### config.mk
export PLATFORM = sky130hd
export DESIGN_NAME = evctr_dual_top
export DESIGN_NICKNAME = d
export VERILOG_FILES = /design/src/rtl/evctr_pkg.sv /design/src/rtl/evctr_evt_front.sv /design/src/rtl/evctr_channel.sv /design/src/rtl/evctr_bus.sv /design/src/rtl/evctr_dual_top.sv
export SDC_FILE = /design/constraint.sdc
export NUM_CORES = 1
export LEC_CHECK = 0
export ABC_AREA = 0
export BUFFER_PORTS_ARGS = -buffer_cell sky130_fd_sc_hd__buf_2
export CORE_ASPECT_RATIO = 1.2
export CORE_MARGIN = 5
export CORE_UTILIZATION = 54
export CTS_CLUSTER_SIZE = 25
export DETAILED_ROUTE_END_ITERATION = 6
export MAX_ROUTING_LAYER = met4
export PLACE_DENSITY = 0.77
export SLEW_MARGIN = 20
export SYNTH_ARGS = -nofsm -noshare
export SYNTH_HDL_FRONTEND = slang
export SYNTH_SLANG_ARGS = --single-unit
### constraint.sdc
create_clock -name clk -period 6.6 [get_ports clk]
set_input_delay 1.65 -clock clk [delete_from_list [all_inputs] [get_ports clk]]
set_output_delay 1.65 -clock clk [all_outputs]
set_load 0.005 [all_outputs]
### src/rtl/evctr_pkg.sv
package evctr_pkg;
  localparam int CTL_W        = 16;
  localparam int EVSEL_W      = 6;
  localparam int BIT_LEVEL    = 8;
  localparam int BIT_CLR      = 13;
  localparam int BIT_START    = 14;
  localparam int BIT_EN       = 15;
  localparam logic [CTL_W-1:0] CTL_KEEP_MASK = 16'hC13F;
  localparam int EVT_N        = 1 << EVSEL_W;
  localparam logic [EVT_N-1:0] DEF_SUP_MASK = 64'h0000_03B6_0139_EFF6;

  typedef enum logic {
    RGN_CTL = 1'b0,
    RGN_CNT = 1'b1
  } rgn_e;
endpackage

### src/rtl/evctr_evt_front.sv
module evctr_evt_front #(
  parameter int EVT_N = 64
) (
  input  logic             clk,
  input  logic             rst_n,
  input  logic [EVT_N-1:0] evt_in,
  output logic [EVT_N-1:0] evt_rise,
  output logic [EVT_N-1:0] evt_level
);
  logic [EVT_N-1:0] prev_q;

  always_ff @(posedge clk or negedge rst_n) begin
    if (!rst_n) prev_q <= '0;
    else        prev_q <= evt_in;
  end

  always_comb begin
    evt_rise  = evt_in & ~prev_q;
    evt_level = evt_in;
  end

  // a rising strobe cannot be reported two cycles running
  assert_rise_single_R4: assert property (@(posedge clk) disable iff (!rst_n)
    (evt_rise != '0) |=> ((evt_rise & $past(evt_rise)) == '0));
endmodule

### src/rtl/evctr_channel.sv
module evctr_channel
  import evctr_pkg::*;
#(
  parameter int               CNT_W    = 48,
  parameter int               NEVT     = 64,
  parameter logic [NEVT-1:0]  SUP_MASK = DEF_SUP_MASK
) (
  input  logic             clk,
  input  logic             rst_n,
  input  logic             ctl_we,
  input  logic [CTL_W-1:0] ctl_wdata,
  input  logic [NEVT-1:0]  evt_rise,
  input  logic [NEVT-1:0]  evt_level,
  output logic [CTL_W-1:0] ctl_rd,
  output logic [CNT_W-1:0] count
);
  localparam logic [CNT_W-1:0] ONE = CNT_W'(1);

  logic [CTL_W-1:0]   ctl_q, ctl_d;
  logic [CNT_W-1:0]   cnt_q, cnt_d;
  logic [EVSEL_W-1:0] sel;
  logic               hit, run, clr, at_max, cnt_en, supported;

  always_comb begin
    sel       = ctl_q[EVSEL_W-1:0];
    supported = SUP_MASK[sel];
    hit       = supported & (ctl_q[BIT_LEVEL] ? evt_level[sel] : evt_rise[sel]);
    run       = ctl_q[BIT_START] & ctl_q[BIT_EN];
    clr       = ctl_we & ctl_wdata[BIT_CLR];
    at_max    = &cnt_q;
  end

  always_comb begin
    ctl_d = ctl_q;
    if (ctl_we) ctl_d = ctl_wdata & CTL_KEEP_MASK;
  end

  always_comb begin
    cnt_en = clr | (run & hit & ~at_max);
    cnt_d  = cnt_q;
    if (clr)                       cnt_d = '0;
    else if (run & hit & ~at_max)  cnt_d = cnt_q + ONE;
  end

  always_ff @(posedge clk or negedge rst_n) begin
    if (!rst_n)      ctl_q <= '0;
    else if (ctl_we) ctl_q <= ctl_d;
  end

  always_ff @(posedge clk or negedge rst_n) begin
    if (!rst_n)      cnt_q <= '0;
    else if (cnt_en) cnt_q <= cnt_d;
  end

  assign ctl_rd = ctl_q;
  assign count  = cnt_q;

  // a count only steps by one or returns to zero
  assert_count_step_R12: assert property (@(posedge clk) disable iff (!rst_n)
    (cnt_q != $past(cnt_q)) |-> ((cnt_q == $past(cnt_q) + ONE) || (cnt_q == '0)));

  // a clear always leaves zero, whatever the event inputs do
  assert_clear_wins_R7: assert property (@(posedge clk) disable iff (!rst_n)
    clr |=> (cnt_q == '0));

  // a channel that is not running holds its count
  assert_gate_hold_R3: assert property (@(posedge clk) disable iff (!rst_n)
    (!run && !clr) |=> $stable(cnt_q));

  // an unsupported code holds the count
  assert_unsup_hold_R6: assert property (@(posedge clk) disable iff (!rst_n)
    (!supported && !clr) |=> $stable(cnt_q));
endmodule

### src/rtl/evctr_bus.sv
module evctr_bus
  import evctr_pkg::*;
#(
  parameter int CH_N   = 2,
  parameter int CNT_W  = 48,
  parameter int ADDR_W = 4
) (
  input  logic                        clk,
  input  logic                        rst_n,
  input  logic                        rgn,
  input  logic [ADDR_W-1:0]           addr,
  input  logic                        wr,
  input  logic                        rd,
  input  logic [CH_N-1:0][CTL_W-1:0]  ctl_rd_all,
  input  logic [CH_N-1:0][CNT_W-1:0]  cnt_all,
  output logic [CH_N-1:0]             ctl_we,
  output logic [31:0]                 rdata
);
  localparam int WORD_W = ADDR_W - 2;
  localparam int HI_W   = CNT_W - 32;

  logic [WORD_W-1:0]          word;
  logic                       aligned;
  logic [CH_N-1:0]            sh_cap;
  logic [CH_N-1:0][HI_W-1:0]  shadow_q, shadow_d;

  always_comb begin
    word    = addr[ADDR_W-1:2];
    aligned = (addr[1:0] == 2'b00);
    ctl_we  = '0;
    sh_cap  = '0;
    rdata   = '0;
    for (int c = 0; c < CH_N; c++) begin
      if (aligned && (rgn == RGN_CTL) && (word == WORD_W'(c))) begin
        ctl_we[c] = wr;
        if (rd) rdata = {{(32-CTL_W){1'b0}}, ctl_rd_all[c]};
      end
      if (aligned && (rgn == RGN_CNT) && (word == WORD_W'(2*c))) begin
        if (rd) rdata = {{(32-HI_W){1'b0}}, shadow_q[c]};
      end
      if (aligned && (rgn == RGN_CNT) && (word == WORD_W'(2*c+1))) begin
        sh_cap[c] = rd;
        if (rd) rdata = cnt_all[c][31:0];
      end
    end
  end

  always_comb begin
    shadow_d = shadow_q;
    for (int c = 0; c < CH_N; c++)
      if (sh_cap[c]) shadow_d[c] = cnt_all[c][CNT_W-1:32];
  end

  always_ff @(posedge clk or negedge rst_n) begin
    if (!rst_n)         shadow_q <= '0;
    else if (|sh_cap)   shadow_q <= shadow_d;
  end

  // one bus access writes at most one control word
  assert_one_ctl_we_R2: assert property (@(posedge clk) disable iff (!rst_n)
    $onehot0(ctl_we));

  for (genvar g = 0; g < CH_N; g++) begin : g_shadow_chk
    // a low-word read leaves the high part in the shadow
    assert_shadow_load_R10: assert property (@(posedge clk) disable iff (!rst_n)
      sh_cap[g] |=> (shadow_q[g] == $past(cnt_all[g][CNT_W-1:32])));
  end
endmodule

### src/rtl/evctr_dual_top.sv
module evctr_dual_top
  import evctr_pkg::*;
#(
  parameter int                CH_N     = 2,
  parameter int                CNT_W    = 48,
  parameter int                ADDR_W   = 4,
  parameter logic [EVT_N-1:0]  SUP_MASK = DEF_SUP_MASK
) (
  input  logic              clk,
  input  logic              rst_n,
  input  logic              bus_rgn,
  input  logic [ADDR_W-1:0] bus_addr,
  input  logic              bus_wr,
  input  logic              bus_rd,
  input  logic [CTL_W-1:0]  bus_wdata,
  output logic [31:0]       bus_rdata,
  input  logic [EVT_N-1:0]  evt_in
);
  logic                       rst_meta_q, rst_sync_n;
  logic [EVT_N-1:0]           evt_rise, evt_level;
  logic [CH_N-1:0]            ctl_we;
  logic [CH_N-1:0][CTL_W-1:0] ctl_rd_all;
  logic [CH_N-1:0][CNT_W-1:0] cnt_all;

  always_ff @(posedge clk or negedge rst_n) begin
    if (!rst_n) begin
      rst_meta_q <= 1'b0;
      rst_sync_n <= 1'b0;
    end else begin
      rst_meta_q <= 1'b1;
      rst_sync_n <= rst_meta_q;
    end
  end

  evctr_evt_front #(.EVT_N(EVT_N)) front_i (
    .clk       (clk),
    .rst_n     (rst_sync_n),
    .evt_in    (evt_in),
    .evt_rise  (evt_rise),
    .evt_level (evt_level)
  );

  for (genvar g = 0; g < CH_N; g++) begin : g_ch
    evctr_channel #(
      .CNT_W    (CNT_W),
      .NEVT     (EVT_N),
      .SUP_MASK (SUP_MASK)
    ) ch_i (
      .clk       (clk),
      .rst_n     (rst_sync_n),
      .ctl_we    (ctl_we[g]),
      .ctl_wdata (bus_wdata),
      .evt_rise  (evt_rise),
      .evt_level (evt_level),
      .ctl_rd    (ctl_rd_all[g]),
      .count     (cnt_all[g])
    );
  end

  evctr_bus #(
    .CH_N   (CH_N),
    .CNT_W  (CNT_W),
    .ADDR_W (ADDR_W)
  ) bus_i (
    .clk        (clk),
    .rst_n      (rst_sync_n),
    .rgn        (bus_rgn),
    .addr       (bus_addr),
    .wr         (bus_wr),
    .rd         (bus_rd),
    .ctl_rd_all (ctl_rd_all),
    .cnt_all    (cnt_all),
    .ctl_we     (ctl_we),
    .rdata      (bus_rdata)
  );
endmodule

==> run metrics <==
status=complete, but fails checks; failing checks=DRC; crit-path cells=buf_2, nand2_1, nor4b_2, nand2_1, a21oi_1, buf_2; Reg2Reg Launch Point=g_ch[1].ch_i.ctl_rd[1]$_DFFE_PN0P_; global-route wire length before repair=around 57 mm; initial antenna violation count=8; row count=a little over 60; critical path arrival=3940 ps; Layout area overhead=12.2%; Final Hold Viols=0; Synth area leaders=dfrtp_1 (43%), mux4_2 (6.7%), a21oi_1 (4.1%), mux2_2 (3.9%), o21ai_0 (3.4%); synth cell count leaders=dfrtp_1 (212), nand2_1 (108), a21oi_1 (101); total track usage=27.7%; worst-skew pair later-pin latency=roughly 530 ps; Detailed Place HPWL=around 24 mm; Synth area leader=dfrtp_1; Final min period=approximately 5600 ps; leakage power=between 5 and 6 nW; DR vias=roughly 11000; Clock Sinks=approximately 210; crit end category=output pin; clk buf depth=3; Die Ht=approximately 180 um; WP buf/inv=2; top-area cell type share of the netlist area=a little over two fifths; Post-Syn Area=12500 um^2; drt first pass iters=7; Synth Warn #=0; Worst Tran Pin Value=between 1000 and 1500 ps; number of routed nets with antenna violations=0; Unique masters post-synth=65; share of post-route cells with drive strength above 1=roughly a fifth; fmax=0.179 GHz; syn nets=roughly 1300; Max Cap Viol=0; Ports=around 120; average size of a mapped cell=just under 10 um^2; Slew Viols, Final=0; crit path launch=bus_rd; post-synthesis sequential area ratio=a little over two fifths; CP Max Fanout=24; Post-synth EDFFs=0; root buffer cell=clkbuf_16; Critical Path Max Stage Delay=660 ps; Core Area=approximately 23000 um^2; vias in the first global route=~11000; final setup vio count=0; gr ovfl total=0; Critical Path RT=just under 5000 ps; clock-pin transition on the worst setup and hold timing paths=60 ps; Peak VDD IR=~250 uV; CTS tree=built; worst r2r path cells=10; ys flop type=dfrtp_1; CP Launch Type=primary input; Post-Syn Instances=roughly 1300; via density per instance=6.66; final wirelength=35.5 mm; hold_buf cts=0; cell family with most CP delay=simple AND/OR/NAND/NOR gates; Tcrit/Tclk final=roughly 85%; CTS HTree Levels=1; postcts setup bufs=0; synthesized flop and latch total=212; Final nets=about 1400; # resized after CTS=0; RSZ-0062 raised after global routing=false; setup_tns=0 ps; CTS Buf Count=25; Hold Crit Start=rst_meta_q$_DFF_PN0_; Initial Util=a little over half; most frequent cell after synthesis=dfrtp_1; initial DRC count=1045; CP Depth=6; Final Skew=around 11 ps; Slew headroom=just under 30%; drc violations=4; Filler Cell Count=1842; hold_ws=352 ps; Worst Hold Depth=0; IO buf count=114; largest net degree at the start of global routing=approximately 160; Die Wd=around 150 um; die area=approximately 26000 um^2; async set or reset register ratio after synthesis=100%; WL/cell=21.4 um; CP Class=in2out; gpl congestion=between 0.9 and 1; PwrDens=about 250 nW/um^2; Hold Path Class=reg2reg; Final Core Density=approximately 60%; Critical Path Slowest Stage Cell=nor4b_2
-- state kept, by name (all words and copies together), names as in the netlist --
| name | flops |
|---|---|
| g_ch.ch_i.count | 96 |
| front_i.prev_q | 64 |
| bus_i.shadow_q | 32 |
| g_ch.ch_i.ctl_rd | 18 |
| rst_meta_q | 1 |
| rst_sync_n | 1 |
-- per-layer routing --
metal	up-vias	share of wire, %	global-route usage [%]
li1	4959	-	-
met1	5442	40	36.0
met2	528	48	43.5
met3	112	8.0	4.52
met4	0	4.6	11.7
met5	-	0	-
-- layout by cell type (no fill, tap or decap), drive strengths merged, types with 17 or more instances in the layout --
cell type / Yosys / routed
dfrtp: 212 / 212
buf: 34 / 130
nand2: 108 / 108
a21oi: 102 / 102
o21ai: 84 / 84
or3: 63 / 63
mux4: 47 / 47
nand4: 45 / 45
mux2: 43 / 43
nor2b: 43 / 43
nand3: 39 / 39
clkbuf: 61 / 39
nor2: 38 / 38
or4: 37 / 37
and3: 32 / 32
o31ai: 27 / 27
a22o: 17 / 17
nand3b: 17 / 17
inv: 17 / 17
-- worst reg2reg max path, cell delays in order (launching register included) --
cell and delay [ps]:
dfrtp_1 850, buf_4 380, clkinv_1 400, mux4_2 410, o221ai_1 180, a21oi_1 70
a211oi_1 360, o32a_2 840, buf_4 480, o31ai_1 140, a21oi_1 170
-- metrics by stage --
stage                     cell area, um^2  cells  setup WS [ps]  power, mW
after floorplan                     12500   1253            255       1.95
after global placement              13100   1603           1090       2.12
after detailed placement            13100   1603           1050       2.13
after CTS                           14000   1648           1020       3.54
after global routing                14000   1656            822       3.67
final                               14000   1657           1010       3.53
-- cells by family (layout without fill, tap and decap cells) --
family	after synthesis	after routing	synth area share [%]
AOI/OAI and AO/OA	312	312	15.7
xor gates and xnor gates	4	4	0.281
adders and majority gates	6	6	0.602
buffers and inverters	114	194	4.19
DFF	212	212	42.6
muxes	105	105	13.9
other	1	10	0.0301
and+or+nand+nor	499	499	22.7
-- worst paths after layout --
| path | endpoint | slack (ps) |
|---|---|---|
| max | bus_rdata[7] | 1010 |
| min | rst_sync_n$_DFF_PN0_ | 350 |
| max reg2reg | g_ch[1].ch_i.count[13]$_DFFE_PN0P_ | 2240 |
| min reg2reg | rst_sync_n$_DFF_PN0_ | 350 |
| max in group asynchronous | g_ch[1].ch_i.ctl_rd[0]$_DFFE_PN0P_ | 4780 |
| min in group asynchronous | g_ch[1].ch_i.count[0]$_DFFE_PN0P_ | 390 |
-- report_power, final --
part / internal (mW) / switching [mW] / leakage [nW]
sequential: 1.35 / 0.115 / 2.78
combinational: 0.277 / 0.385 / 2.62
clock: 0.861 / 0.544 / 0.403
total: 2.49 / 1.04 / 5.81
-- layout make-up --
cell class | instances | area, um^2 | share of cell area (%)
Multi-Input combinational cell | 927 | 6660 | 47.6
Sequential cell | 212 | 5310 | 38.0
Clock buffer | 39 | 718 | 5.13
Timing Repair Buffer | 130 | 703 | 5.03
Tap cell | 315 | 394 | 2.82
Clock inverter | 6 | 109 | 0.778
Inverter | 19 | 73.8 | 0.528
Antenna cell | 9 | 22.5 | 0.161
Power figures use the tool's default switching activity.
